[src/rtl/uart_irq_ident.sv]
module uart_irq_ident #(
  parameter int ADDR_W   = 3,
  parameter int DATA_W   = 8,
  parameter int A_DATA   = 0,
  parameter int A_ENABLE = 1,
  parameter int A_IDENT  = 2,
  parameter int A_LSTAT  = 5,
  parameter int A_MSTAT  = 6
) (
  input  logic              clk,
  input  logic              rst_n,
  input  logic [ADDR_W-1:0] addr,
  input  logic              wr_en,
  input  logic              rd_en,
  input  logic [DATA_W-1:0] wdata,
  output logic [DATA_W-1:0] rdata,
  input  logic              rx_ready,
  input  logic              tx_empty,
  input  logic              line_err,
  input  logic              modem_chg,
  output logic              irq
);

  logic [3:0] en;
  logic       line_p, tx_p, mdm_p, tx_empty_q;
  logic [3:0] act;
  logic [2:0] ident;

  wire sel_data  = addr == ADDR_W'(A_DATA);
  wire sel_en    = addr == ADDR_W'(A_ENABLE);
  wire sel_ident = addr == ADDR_W'(A_IDENT);
  wire sel_lstat = addr == ADDR_W'(A_LSTAT);
  wire sel_mstat = addr == ADDR_W'(A_MSTAT);

  assign act = {mdm_p & en[3], line_p & en[2], tx_p & en[1], rx_ready & en[0]};

  always_comb begin
    if (act[2])      ident = 3'b110;
    else if (act[0]) ident = 3'b100;
    else if (act[1]) ident = 3'b010;
    else if (act[3]) ident = 3'b000;
    else             ident = 3'b001;
  end

  wire tx_set = (tx_empty & ~tx_empty_q) |
                (wr_en & sel_en & wdata[1] & ~en[1] & tx_empty);
  wire tx_clr = (wr_en & sel_data) | (rd_en & sel_ident & ident == 3'b010);

  always_ff @(posedge clk or negedge rst_n) begin
    if (!rst_n) begin
      en         <= '0;
      line_p     <= 1'b0;
      tx_p       <= 1'b0;
      mdm_p      <= 1'b0;
      tx_empty_q <= 1'b1;
      irq        <= 1'b0;
    end else begin
      tx_empty_q <= tx_empty;
      irq        <= |act;
      if (wr_en && sel_en) en <= wdata[3:0];
      if (tx_set)      tx_p <= 1'b1;
      else if (tx_clr) tx_p <= 1'b0;
      if (line_err)                 line_p <= 1'b1;
      else if (rd_en && sel_lstat)  line_p <= 1'b0;
      if (modem_chg)                mdm_p <= 1'b1;
      else if (rd_en && sel_mstat)  mdm_p <= 1'b0;
    end
  end

  always_comb begin
    rdata = '0;
    if (sel_en)    rdata[3:0] = en;
    if (sel_ident) rdata[2:0] = ident;
    if (sel_lstat) begin
      rdata[0] = rx_ready;
      rdata[1] = line_p;
      rdata[5] = tx_empty;
    end
    if (sel_mstat) rdata[0] = mdm_p;
  end


  tx_ack_clear_chk: assert property (@(posedge clk) disable iff (!rst_n)
    (rd_en && sel_ident && rdata[2:0] == 3'b010 && !tx_set) |=> !tx_p);


  line_first_chk: assert property (@(posedge clk) disable iff (!rst_n)
    (line_p && en[2]) |-> (rdata[2:0] == 3'b110 || !sel_ident));


  irq_drop_chk: assert property (@(posedge clk) disable iff (!rst_n)
    (act == 4'b0) |=> !irq);


  tx_rise_chk: assert property (@(posedge clk) disable iff (!rst_n)
    $rose(tx_empty) |=> tx_p);


  line_sticky_chk: assert property (@(posedge clk) disable iff (!rst_n)
    (line_p && !(rd_en && sel_lstat)) |=> line_p);

endmodule

[config.mk]
export PLATFORM = sky130hd
export DESIGN_NAME = uart_irq_ident
export DESIGN_NICKNAME = d
export VERILOG_FILES = /design/src/rtl/uart_irq_ident.sv
export SDC_FILE = /design/constraint.sdc
export NUM_CORES = 1
export LEC_CHECK = 0
export BUFFER_PORTS_ARGS = -buffer_cell sky130_fd_sc_hd__clkbuf_2
export CAP_MARGIN = 15
export CORE_AREA = 4 4 42 44
export CTS_BUF_LIST = sky130_fd_sc_hd__clkbuf_8
export DETAILED_ROUTE_END_ITERATION = 10
export DIE_AREA = 0 0 46 48
export PLACE_DENSITY_LB_ADDON = 0.1
export SLEW_MARGIN = 20
export SYNTH_ARGS = -nofsm -noshare
export SYNTH_HDL_FRONTEND = slang
export SYNTH_SLANG_ARGS = --single-unit
[constraint.sdc]
create_clock -name clk -period 1.45 [get_ports clk]
set_clock_uncertainty 0.15 [all_clocks]
set_input_delay 0.29 -clock clk [delete_from_list [all_inputs] [get_ports clk]]
set_output_delay 0.29 -clock clk [all_outputs]
set_load 0.02 [all_outputs]
Word-level counts from Yosys, hierarchy flattened
Cells that the tools add are included.
{ "op_classes": {"n_eq_ne": 5, "mux": 15, "bitwise": 16, "n_reduce_logical": 8} }
{ "op_table": {"columns": ["op", "n"], "rows": [
  ["AND 1 bit", 12],
  ["2-to-1 mux 1 bit", 9],
  ["2-to-1 mux 3 bit", 3],
  ["equality test 3 x 2 -> 1 bit, second input constant", 2],
  ["equality test 3 bit, second input constant", 2],
  ["nonzero test 2 bit", 3],
  ["2-to-1 mux 2 bit", 2],
  ["2-to-1 mux 4 bit", 1],
  ["OR reduction 4 bit", 1],
  ["equality test 3 x 1 -> 1 bit, second input constant", 1],
  ["logical AND 1 bit", 3],
  ["logical NOT 3 bit", 1],
  ["inverter 1 bit", 2],
  ["bitwise OR 1 bit", 2]
]} }
{ "word_totals": {"reg_bits": 9, "output_inout_bits": 9, "wordCells": 50} }

Longest topological paths before layout
{ "depth": {"depth_word": 10, "ltp_mapped": 4, "depth_no_buf": 3} }

Worst setup path before layout
OpenSTA, ideal clock, no wires.
{ "synth_timing": {"path_type": "reg-to-output", "start": "register en[0]", "end": "output port rdata[0]", "arrival_time_ns": 1.280, "required_ns": 1.010, "path_slack_ns": -0.270, "stages_incl_launch_ff": 4, "cell_sequence": "dfrtp_1 a22o_1 a221o_1 o221ai_1"} }
{ "synth_between": {"elab_chain_len": 6, "elab_cells_between_ends": 7} }
{ "synth_rtl": {"columns": ["item", "line_no", "text"], "rows": [
  ["start: declaration", "24", "logic [3:0] en;"],
  ["start signal: assignment", "60", "if (wr_en && sel_en) en <= wdata[3:0];"],
  ["AND 1 bit", "35", "assign act = {mdm_p & en[3], line_p & en[2], tx_p & en[1], rx_ready & en[0]};"],
  ["2-to-1 mux 3 bit", "39", "else if (act[0]) ident = 3'b100;"],
  ["2-to-1 mux 3 bit", "38", "if (act[2]) ident = 3'b110;"],
  ["2-to-1 mux 3 bit *", "73", "if (sel_ident) rdata[2:0] = ident;"],
  ["2-to-1 mux 2 bit *", "74", "if (sel_lstat) begin"],
  ["2-to-1 mux 1 bit *", "79", "if (sel_mstat) rdata[0] = mdm_p;"],
  ["end: declaration", "16", "output logic [DATA_W-1:0] rdata,"]
]} }
Mark *: on every way between the ends. The rest lies on a longest branch, timed or not.

Worst setup path after layout
Ends and elaborated chain as after synthesis.

==> results.yml <==
outcome:
  status: "complete, but fails checks"
  violations: "setup timing"
synthesis:
  synth_compound_area_share_pct: 18.6
  synth-simple-area-share_pct: 18.6
  synth_top_area_share_pct: 38.2
  syn_inst: 49
  yosysSeqAreaShare_pct: 43.2
  synth_warnings: 0
  synth_top_area_cell: "dfrtp_1"
  syn_avg_cell_area_um2: 10.7
  synthDistinctLibCells: 29
  synth_adder_area_share_pct: 0
  muxShareOfSynthArea_pct: 10.3
  synthTopCellsByArea: "dfrtp_1 38%, mux2_2 6.4%, dfstp_2 5.0%, buf_4 4.3%, mux2i_1 3.8%"
  synth_area_um2: 524
  synth-seq-cells: 9
  synth_top_family_by_area: "compound AO/OA/AOI/OAI gates"
  yosys.area_share.xor_xnor_pct: 0
setup_path:
  r2r_end: "tx_p$_DFFE_PN0P_"
  crit_path_end_kind: "output pin"
  critPathMaxFanout: 2
  crit_buf_inv: 1
  path_cells: "a22o_1 -> a221o_1 -> o221ai_4 -> buf_8"
  cp.arrival_ps: 1460
  rr_startpoint: "en[0]$_DFFE_PN0N_"
  path_delay_family: "compound AO/OA/AOI/OAI gates"
  r2r_slack_ps: -10
  start_kind: "flip-flop"
  slowest_delay_ps: 370
  worstPathRequired_ps: 1010
  r2r_cells: 5
  crit_start: "en[0]$_DFFE_PN0N_"
  crit_slowest_cell: "dfrtp_1"
  worstSetupPathType: "reg -> out"
run:
  maxCapViolCount: 0
floorplan:
  die_w_um: 46
  core-area_um2: 1440
  die_y_um: 48
  ios: 28
  rows: 14
  design.die.area_um2: 2210
  initial_utilization_pct: 36.5
layout:
  layout.cells.non_filler: 107
  fill_cells: 125
  ff_latch_area_um2: 226
  n_antenna_cell: 0
  multiInputGateArea_um2: 333
  layout.nets: 111
  syn2layout_area_growth_pct: 77.6
  drive_gt1_share_pct: 62.6
sta:
  fin_hold_ws_ps: 17.4
  fin_crit_sh_pct: 131
  setup_viol: 5
  rsz0062_at_grt: "true"
  slew_violations: 0
  layout_min_cycle_time_ps: 1900
  finalHoldViolCount: 0
  worst_slack_ps: -446
  fmax_mhz: 527
placement:
  finalWeightedCongestion: 0.707
  port_buffers: 20
  dpl.hpwl_mm: 1.12
  place_inst: 99
global_route:
  antenna_found_initial: 0
  track_usage_pct: 15.1
  grt_remaining_overflow: 0
  grt_pass1_wl_mm: 2.27
  grt_pass1_vias: 528
  grt_max_degree: 11
cts:
  cts.sinks: 9
  ctsHtreeMaxLevel: 1
  clk_latency_ps: 230
  numCtsBuffers: 3
  clockBufferDepth: 2
  cts_tree: "built"
  clk_pin_slew_ps: 40
  cts_root_buffer: "clkbuf_8"
hold_path:
  whs_endpoint: "tx_empty_q$_DFF_PN1_"
  whs_path_depth: 1
  min-delay-start: "tx_empty"
  worst_hold_path_type: "in -> reg"
power:
  p_leak_nw: 0.444
  ir_drop_uv: 685
  power.total_w: 0.000983
  powerDensity_nw_per_um2: 1060
route:
  num_vias: 520
  vias_per_cell: 4.86
  ant_nets: 0
  drtIter0Drc: 4
  drt-total-wl_mm: 1.47
  drc: 0
  drt-wirelength-per-cell_um: 13.7
  drt_first_pass_iters: 4
-- routing by layer --
layer,wire (µm),share of wire (%),global-route usage (%),vias to the layer above
met3,62,4.2,2.26,0
met2,807,55,24.7,12
met5,0,0,0,-
met1,600,41,18.9,245
met4,0,0,8.52,0
li1,-,-,-,263
-- report_power, final --
group	total, W	internal, W	leakage [nW]	switching [W]
Sequential	0.000313	0.000291	0.0974	0.0000220
Clock	0.000279	0.000184	0.0269	0.0000947
Combinational	0.000391	0.000217	0.320	0.000174
-- flip-flops by register name (all words and copies together), names as in the netlist --
| register | flops |
|---|---|
| en | 4 |
| irq | 1 |
| line_p | 1 |
| mdm_p | 1 |
| tx_empty_q | 1 |
| tx_p | 1 |
-- worst reg2reg max path, delay by kind of cell, from the launching register on --
family	cells	cell delay (ps)
AOI/OAI and AO/OA	3	560
DFF	1	370
buffers and inverters	2	250
-- cell type report --
type | count | area share (%)
multi-input combinational | 35 | 35.8
timing repair buffer | 40 | 31.7
sequential | 9 | 24.3
clock buffer | 3 | 4.44
tap | 16 | 2.15
inverter | 3 | 1.21
clock inverter | 1 | 0.403
-- through the flow --
| stage | TNS (ps) | setup slack, ps | instance area (µm²) | util, % |
|---|---|---|---|---|
| 3_5_place_dp | -1100 | -296 | 769 | 53.6 |
| 6_report | -1010 | -446 | 931 | 64.8 |
| 5_1_grt | -1280 | -515 | 931 | 64.8 |
| 2_1_floorplan | -207 | -124 | 563 | - |
| 3_3_place_gp | -1030 | -296 | 769 | 53.6 |
| 4_1_cts | -1270 | -478 | 930 | 64.7 |
-- worst max-delay path by stage --
stage	end	slack, ps	cells after the start
after CTS	rdata[0]	-480	4
final	rdata[0]	-450	4
after floorplan	rdata[0]	-120	3
after global placement	rdata[0]	-300	5
after global routing	rdata[0]	-510	4
after detailed placement	rdata[0]	-300	5
-- cells in the final DEF, fill, tap and decap left out --
| master | synthesis | final |
|---|---|---|
| and4bb_2 | 1 | 1 |
| a21o_1 | 2 | 2 |
| o221ai_4 | 0 | 1 |
| dlygate4sd3_1 | 0 | 1 |
| a22o_1 | 1 | 1 |
| a22oi_2 | 0 | 1 |
| buf_4 | 3 | 18 |
| nor2b_1 | 2 | 1 |
| o22ai_4 | 0 | 1 |
| nor2b_4 | 0 | 1 |
| buf_6 | 1 | 4 |
| mux2_2 | 3 | 3 |
| or3b_4 | 1 | 1 |
| nor3b_2 | 0 | 1 |
| a221o_1 | 1 | 1 |
| mux2i_2 | 0 | 1 |
| dfstp_2 | 1 | 1 |
| mux2i_1 | 2 | 1 |
| nand2_2 | 0 | 1 |
| nand2_1 | 2 | 1 |
| clkbuf_2 | 0 | 15 |
| a32oi_2 | 0 | 1 |
| inv_1 | 3 | 4 |
| nor2_1 | 1 | 1 |
| and3_1 | 1 | 1 |
| a31oi_1 | 1 | 1 |
| clkbuf_8 | 0 | 3 |
| dfrtp_1 | 8 | 8 |
| nand3_1 | 4 | 4 |
| o311ai_4 | 0 | 1 |
| o21ai_0 | 1 | 1 |
| o21ai_1 | 1 | 1 |
| conb_1 | 1 | 3 |
| buf_8 | 0 | 2 |
| or4b_1 | 1 | 1 |
| nand2b_1 | 1 | 1 |
-- Yosys cell counts --
library cell / number
mux2i_1: 2
o311ai_2: 1
nor3b_1: 1
a221o_1: 1
a31oi_1: 1
a32oi_1: 1
o221ai_1: 1
a22oi_1: 1
nand3_1: 4
dfrtp_1: 8
o22ai_1: 1
and3_1: 1
or3b_4: 1
nor2b_1: 2
inv_1: 3
and4bb_2: 1
mux2_2: 3
nand2b_1: 1
a21o_1: 2
a22o_1: 1
or4b_1: 1
conb_1: 1
o21ai_0: 1
buf_6: 1
buf_4: 3
o21ai_1: 1
nor2_1: 1
dfstp_2: 1
nand2_1: 2
-- timing repair --
action	in CTS	in global routing
pin swaps	5	2
hold buffers	1	0
gates resized for setup	19	6
buffers inserted	4	1
endpoints found under the hold margin	9	0
endpoints found under the setup margin	5	6
-- cell families after synthesis --
family | Yosys count
flip-flops | 9
AO/OA/AOI/OAI | 12
buffers and inverters | 7
other | 1
AND/OR/NAND/NOR | 15
multiplexers | 5
Power figures use the tool's default switching activity.
